## config.mk

```make
export PLATFORM = sky130hd
export DESIGN_NAME = slot_sample_buffer
export DESIGN_NICKNAME = d
export VERILOG_FILES = /design/src/rtl/ssb_pkg.sv /design/src/rtl/ssb_slot_ptr.sv /design/src/rtl/ssb_slot_ram.sv /design/src/rtl/ssb_regs.sv /design/src/rtl/slot_sample_buffer.sv
export SDC_FILE = /design/constraint.sdc
export NUM_CORES = 1
export LEC_CHECK = 0
export CAP_MARGIN = 10
export CORE_ASPECT_RATIO = 1.1
export CORE_MARGIN = 3
export CORE_UTILIZATION = 28
export CTS_CLUSTER_DIAMETER = 80
export DETAILED_ROUTE_END_ITERATION = 16
export PLACE_DENSITY = 0.51
export SYNTH_ARGS = -nofsm -noshare
export SYNTH_HDL_FRONTEND = slang
export SYNTH_SLANG_ARGS = --single-unit
```

## constraint.sdc

```tcl
create_clock -name clk -period 3.1 [get_ports clk]
set_input_delay 0.31 -clock clk [delete_from_list [all_inputs] [get_ports clk]]
set_output_delay 0.31 -clock clk [all_outputs]
set_load 0.005 [all_outputs]
```

## src/rtl/ssb_pkg.sv

```systemverilog
// Package: shared widths, register addresses and the slot entry type for the
// slot-indexed sample buffer. Assumes a word-addressed register port.
package ssb_pkg;
    localparam int DATA_W  = 12;
    localparam int CH_W    = 5;
    localparam int ADDR_W  = 7;
    localparam int RDATA_W = 32;

    localparam logic [ADDR_W-1:0] ADDR_ENABLE = 7'h40;
    localparam logic [ADDR_W-1:0] ADDR_STATUS = 7'h41;

    typedef struct packed {
        logic [CH_W-1:0]   ch;
        logic [DATA_W-1:0] data;
    } slot_entry_t;

    localparam int ENTRY_W = CH_W + DATA_W;
endpackage

```

## src/rtl/ssb_slot_ptr.sv

```systemverilog
// Slot pointer: picks the slot for each incoming sample and detects block
// completion. Assumes SLOTS >= 1 and that in_sop/in_eop are only meaningful
// while in_valid is high.
module ssb_slot_ptr #(
    parameter int SLOTS = 16,
    parameter int PTR_W = 4
) (
    input  logic             clk,
    input  logic             rst_n,
    input  logic             in_valid,
    input  logic             in_sop,
    input  logic             in_eop,
    output logic             wr_en,
    output logic [PTR_W-1:0] wr_slot,
    output logic             blk_done,
    output logic [PTR_W-1:0] ptr_q
);
    localparam logic [PTR_W-1:0] LAST_SLOT = PTR_W'(SLOTS - 1);

    logic last_slot;

    // Slot choice and completion decode for the current sample.
    always_comb begin
        wr_en     = in_valid;
        wr_slot   = in_sop ? '0 : ptr_q;
        last_slot = in_eop || (wr_slot == LAST_SLOT);
        blk_done  = in_valid && last_slot;
    end

    // Pointer update: wrap on completion, step otherwise, hold when idle.
    always_ff @(posedge clk) begin
        if (!rst_n) begin
            ptr_q <= '0;
        end else if (in_valid) begin
            if (last_slot) ptr_q <= '0;
            else           ptr_q <= wr_slot + PTR_W'(1);
        end
    end
endmodule

```

## src/rtl/ssb_slot_ram.sv

```systemverilog
// Slot RAM: one write port from the stream, one registered read port for the
// register interface. A read and a write to the same slot in one cycle return
// the old contents. Assumes DEPTH is small enough for a reset loop.
module ssb_slot_ram
    import ssb_pkg::*;
#(
    parameter int PTR_W = 4,
    parameter int DEPTH = 16
) (
    input  logic              clk,
    input  logic              rst_n,
    input  logic              we,
    input  logic [PTR_W-1:0]  waddr,
    input  slot_entry_t       wentry,
    input  logic              re,
    input  logic [PTR_W-1:0]  raddr,
    output slot_entry_t       rentry_q
);
    slot_entry_t mem [DEPTH];

    // Storage write, cleared on reset.
    always_ff @(posedge clk) begin
        if (!rst_n) begin
            for (int i = 0; i < DEPTH; i++) mem[i] <= '0;
        end else if (we) begin
            mem[waddr] <= wentry;
        end
    end

    // Registered read port; holds its value between reads.
    always_ff @(posedge clk) begin
        if (!rst_n)  rentry_q <= '0;
        else if (re) rentry_q <= mem[raddr];
    end
endmodule

```

## src/rtl/ssb_regs.sv

```systemverilog
// Control registers: run-time interrupt enable and sticky block-complete
// status with write-one-to-clear. Completion wins over a clearing write in the
// same cycle. Assumes one-bit control fields at bit 0.
module ssb_regs
    import ssb_pkg::*;
(
    input  logic               clk,
    input  logic               rst_n,
    input  logic [ADDR_W-1:0]  reg_addr,
    input  logic               reg_read,
    input  logic               reg_write,
    input  logic               reg_wbit,
    input  logic               blk_done,
    output logic               enable_q,
    output logic               status_q,
    output logic [RDATA_W-1:0] ctrl_rdata_q,
    output logic               irq
);
    logic wr_enable;
    logic clr_status;

    // Write strobes for each control register.
    always_comb begin
        wr_enable  = reg_write && (reg_addr == ADDR_ENABLE);
        clr_status = reg_write && (reg_addr == ADDR_STATUS) && reg_wbit;
    end

    // Interrupt enable register.
    always_ff @(posedge clk) begin
        if (!rst_n)         enable_q <= 1'b0;
        else if (wr_enable) enable_q <= reg_wbit;
    end

    // Sticky status: set on completion, cleared by writing one.
    always_ff @(posedge clk) begin
        if (!rst_n)          status_q <= 1'b0;
        else if (blk_done)   status_q <= 1'b1;
        else if (clr_status) status_q <= 1'b0;
    end

    // Registered read of the control registers; unmapped reads give zero.
    always_ff @(posedge clk) begin
        if (!rst_n) begin
            ctrl_rdata_q <= '0;
        end else if (reg_read) begin
            case (reg_addr)
                ADDR_ENABLE: ctrl_rdata_q <= {{(RDATA_W-1){1'b0}}, enable_q};
                ADDR_STATUS: ctrl_rdata_q <= {{(RDATA_W-1){1'b0}}, status_q};
                default:     ctrl_rdata_q <= '0;
            endcase
        end
    end

    // Interrupt output: status gated by enable.
    assign irq = status_q && enable_q;
endmodule

```

## src/rtl/slot_sample_buffer.sv

```systemverilog
// Top: slot-indexed ADC sample buffer. Stores each streamed sample by its
// sequence slot, flags block completion, and serves register reads with one
// cycle of latency. Assumes 1 <= SLOTS <= 64 and a single clock.
module slot_sample_buffer
    import ssb_pkg::*;
#(
    parameter int SLOTS = 16
) (
    input  logic                 clk,
    input  logic                 rst_n,
    input  logic                 in_valid,
    input  logic [CH_W-1:0]      in_channel,
    input  logic [DATA_W-1:0]    in_data,
    input  logic                 in_sop,
    input  logic                 in_eop,
    input  logic [ADDR_W-1:0]    reg_addr,
    input  logic                 reg_read,
    input  logic                 reg_write,
    input  logic                 reg_wbit,
    output logic [RDATA_W-1:0]   reg_rdata,
    output logic                 irq
);
    localparam int PTR_W   = (SLOTS > 1) ? $clog2(SLOTS) : 1;
    localparam int DEPTH   = 1 << PTR_W;
    localparam int HI_PAD  = RDATA_W - 16 - CH_W;
    localparam int MID_PAD = 16 - DATA_W;

    logic               wr_en;
    logic [PTR_W-1:0]   wr_slot;
    logic               blk_done;
    logic [PTR_W-1:0]   wr_ptr;
    logic               enable_q;
    logic               status_q;
    logic [RDATA_W-1:0] ctrl_rdata_q;
    logic               addr_is_slot;
    logic               rd_sel_slot_q;
    slot_entry_t        wentry;
    slot_entry_t        rentry_q;

    // Slot address decode and write entry packing.
    always_comb begin
        addr_is_slot = (reg_addr < ADDR_W'(SLOTS));
        wentry.ch    = in_channel;
        wentry.data  = in_data;
    end

    ssb_slot_ptr #(
        .SLOTS (SLOTS),
        .PTR_W (PTR_W)
    ) u_ptr (
        .clk      (clk),
        .rst_n    (rst_n),
        .in_valid (in_valid),
        .in_sop   (in_sop),
        .in_eop   (in_eop),
        .wr_en    (wr_en),
        .wr_slot  (wr_slot),
        .blk_done (blk_done),
        .ptr_q    (wr_ptr)
    );

    ssb_slot_ram #(
        .PTR_W (PTR_W),
        .DEPTH (DEPTH)
    ) u_ram (
        .clk      (clk),
        .rst_n    (rst_n),
        .we       (wr_en),
        .waddr    (wr_slot),
        .wentry   (wentry),
        .re       (reg_read && addr_is_slot),
        .raddr    (reg_addr[PTR_W-1:0]),
        .rentry_q (rentry_q)
    );

    ssb_regs u_regs (
        .clk          (clk),
        .rst_n        (rst_n),
        .reg_addr     (reg_addr),
        .reg_read     (reg_read),
        .reg_write    (reg_write),
        .reg_wbit     (reg_wbit),
        .blk_done     (blk_done),
        .enable_q     (enable_q),
        .status_q     (status_q),
        .ctrl_rdata_q (ctrl_rdata_q),
        .irq          (irq)
    );

    // Remember which source the last read targeted.
    always_ff @(posedge clk) begin
        if (!rst_n)        rd_sel_slot_q <= 1'b0;
        else if (reg_read) rd_sel_slot_q <= addr_is_slot;
    end

    // Read data steering: slot entry layout or control word.
    always_comb begin
        if (rd_sel_slot_q)
            reg_rdata = {{HI_PAD{1'b0}}, rentry_q.ch, {MID_PAD{1'b0}}, rentry_q.data};
        else
            reg_rdata = ctrl_rdata_q;
    end
endmodule

```

==> key figures <==
Hold path
  • Hold path startpoint: rst_n
  • Worst-case hold path end point: rd_sel_slot_q
  • Hold Path Depth: 2
  • Hold Path Class: in -> reg

Timing
  • Final setup viols: 0
  • Worst hold margin: 0.304 ns
  • Fmax: 0.411 GHz
  • RSZ-0062 raised after global routing: no
  • Final Hold Fails: 0
  • Relative slew slack: 47.4%
  • Setup ws final: 0.666 ns
  • Tmin final: 2.43 ns
  • Period utilisation layout: 78.5%
  • Final Skew: 0.0172 ns
  • Worst Max-Slew Pin Slew: 0.789 ns
  • Final TNS setup: 0 ns
  • Final slew viol count: 0

Logic synthesis
  • Syn Area/Cell: 15.5 sq um
  • Syn Inst Count: 890
  • Synth Register Bits: about 300
  • Yosys top cell area share: 59.1%
  • Post-synth EDFFs: 272
  • Mapped cell area: 13800 sq um
  • Ys Warns: 0
  • Post-synth top flop: edfxtp_1
  • Yosys cell types: 44
  • Asr flop ratio synth: 0%
  • Area contributors post-synth: edfxtp_1 (59%), and2_1 (12%), mux4_2 (11%)
  • Dominant cell type by area after synthesis: edfxtp_1
  • Sequential-to-total area share from yosys stat: a little over three fifths

Global routing
  • Antenna violations before repair: 0
  • Number of global-route vias before repair: 7575
  • First-pass GRT wire length: 50.1 mm
  • Largest net degree at the start of global routing: 38
  • Global-route total usage across every layer: between 10 and 15%
  • Final global-route overflow total: 0

Layout
  • Most frequent cells in the layout: and2_1 (274), edfxtp_1 (272), mux4_2 (68)
  • Layout cell share with drive strength beyond 1: 22.3%
  • Most common cell after layout, fill and taps aside: and2_1
  • Fin area: 16000 sq um
  • Antenna diodes: 0
  • Area delta synth->final: 16.0%
  • Layout Nets: 966

Placement
  • GPL Wtd Cong: roughly 0.73
  • Post-Place Cell Area: 14900 sq um
  • HPWL after DPL: 21.0 mm
  • IO Port Bufs: slightly below 50
  • Setup WS pre-CTS: slightly below 0.6 ns

Routing
  • DR pass1 iterations: 5
  • Vias per cell: 4.51
  • Routed WL per cell: about 21 um
  • Number of remaining DRC errors: 0
  • Post-Route WL: approximately 33 mm
  • 1st-iter DRT viols: 492
  • Via Count: 7244
  • Final antenna-violating net count: 0

Power
  • P_leak: between 5 and 6 nW
  • Total Power: around 9 mW
  • Pwr/cell area: about 570 nW/um^2
  • Worst vdd ir: 0.000317 V

Worst setup path
  • Slowest stage delay, CP: 0.74 ns
  • Top delay family on crit path: flip-flops
  • Buf/Inv on CP: 1
  • CP Cell Sequence: mux2_2 -> clkdlybuf4s50_1
  • Crit path capture type: output pin
  • Worst EP arrival: 2.12 ns
  • CP max stage cell: dfxtp_1
  • Crit-path max FO: 18
  • Reg-to-reg startpoint: u_ptr.ptr_q[0]
  • Slack of the worst reg-to-reg path: 1.13 ns
  • Req. time, crit path: 2.79 ns
  • Reg2Reg Capture Point: u_ram.mem[0][15]
  • CP Launch Type: register
  • R2R depth: 5
  • Crit Path Category: reg -> out

CTS
  • CTS tree: built
  • Post-CTS setup buffers: 0
  • Hold-fix buffers at CTS: 0
  • CTS sink cnt: 297
  • H-tree depth: 2
  • Reg clk slew, reported paths: around 0.050 ns
  • Clock Latency Late Sink: about 0.5 ns
  • Bufs on Longest Clock Path: 3
  • CTS resizes: 0
  • CTS root buffer: clkbuf_16
  • Num CTS Buffers: 34

Floorplan
  • Row count: 84
  • Die area: around 52000 sq um
  • Ports: 65
  • Die width: 218 um
  • Initial Util: between 20 and 30%
  • Core area: 48200 sq um
  • Die height: 239 um

Outcome
  • Status: complete, no violations

Job
  • Reported max-cap violation count: 0
cell type report:
| type | instances | area, sq um |
|---|---|---|
| fill | 4593 | 32200 |
| clock inverter | 21 | 163 |
| multi-input combinational | 521 | 4710 |
| tap | 645 | 807 |
| timing repair buffer | 77 | 701 |
| clock buffer | 41 | 961 |
| inverter | 3 | 11.3 |
| sequential | 297 | 8670 |
per-stage QoR:
| step | cells | util (%) |
|---|---|---|
| 6_report | 1605 | 33.2 |
| 3_5_place_dp | 1543 | 30.9 |
| 2_1_floorplan | 904 | - |
| 3_3_place_gp | 1543 | 30.9 |
| 5_1_grt | 1605 | 33.2 |
| 4_1_cts | 1605 | 33.2 |
worst max path at each step:
stage                     slack (ns)                 to     startpoint  depth (start not counted)
after floorplan                 0.44   u_ram.mem[12][0]         in_sop                          4
after global placement          0.64   u_ram.mem[11][9]       in_valid                          5
after detailed placement        0.58  u_ram.mem[11][15]       in_valid                          5
after CTS                       0.67       reg_rdata[0]  rd_sel_slot_q                          2
after global routing            0.59       reg_rdata[0]  rd_sel_slot_q                          2
final                           0.67       reg_rdata[0]  rd_sel_slot_q                          2
state kept, by name (all words and copies together), names as in the netlist:
register             cells
rd_sel_slot_q            1
u_ram.mem              272
u_regs.status_q          1
u_ptr.ptr_q              4
u_ram.rentry_q          17
u_regs.enable_q          1
u_regs.ctrl_rdata_q      1
cells in the mapped netlist (2+ instances only):
cell,n
clkbuf_1,25
clkbuf_2,11
nor2_4,12
a21oi_1,2
mux2_2,2
mux2i_1,36
nand3b_4,2
nor2_1,6
a21boi_0,2
edfxtp_1,272
o21ai_0,34
nor2_2,3
nand2_1,3
nor4b_1,2
buf_2,7
buf_4,23
dfxtp_1,25
and2_2,17
nor2b_1,7
and2_1,274
mux4_2,68
inv_1,3
a221oi_1,17
buf_6,16
nand3_4,2
layer usage:
metal	track usage (%)	vias up	share of wire, %
met2	21.7	168	50
met4	3.74	0	2.2
met1	17.0	3690	44
met3	2.24	40	4.1
li1	-	3346	-
met5	0	-	0
logic make-up (layout without fill, tap and decap cells):
| family | count (synthesis) | in the layout | share of synthesized area (%) |
|---|---|---|---|
| buffers and inverters | 86 | 142 | 4.02 |
| AND/OR/NAND/NOR | 337 | 337 | 16.3 |
| flip-flops | 297 | 297 | 62.7 |
| AO/OA/AOI/OAI | 63 | 63 | 3.07 |
| multiplexers | 106 | 106 | 13.9 |
| other | 1 | 15 | 0.0271 |
report_power, final:
part | switching, mW | internal, mW | total, mW
clock | 1.63 | 2.39 | 4.02
combinational | 0.332 | 0.231 | 0.563
sequential | 0.0482 | 4.50 | 4.55
total | 2.01 | 7.12 | 9.13
worst register-to-register path: stages (launching register included):
cell and delay, ns:
dfxtp_1 0.55, nor2_1 0.11, nor2_2 0.57, nor2_2 0.08
buf_4 0.23, and2_1 0.19
Power figures use the tool's default switching activity.
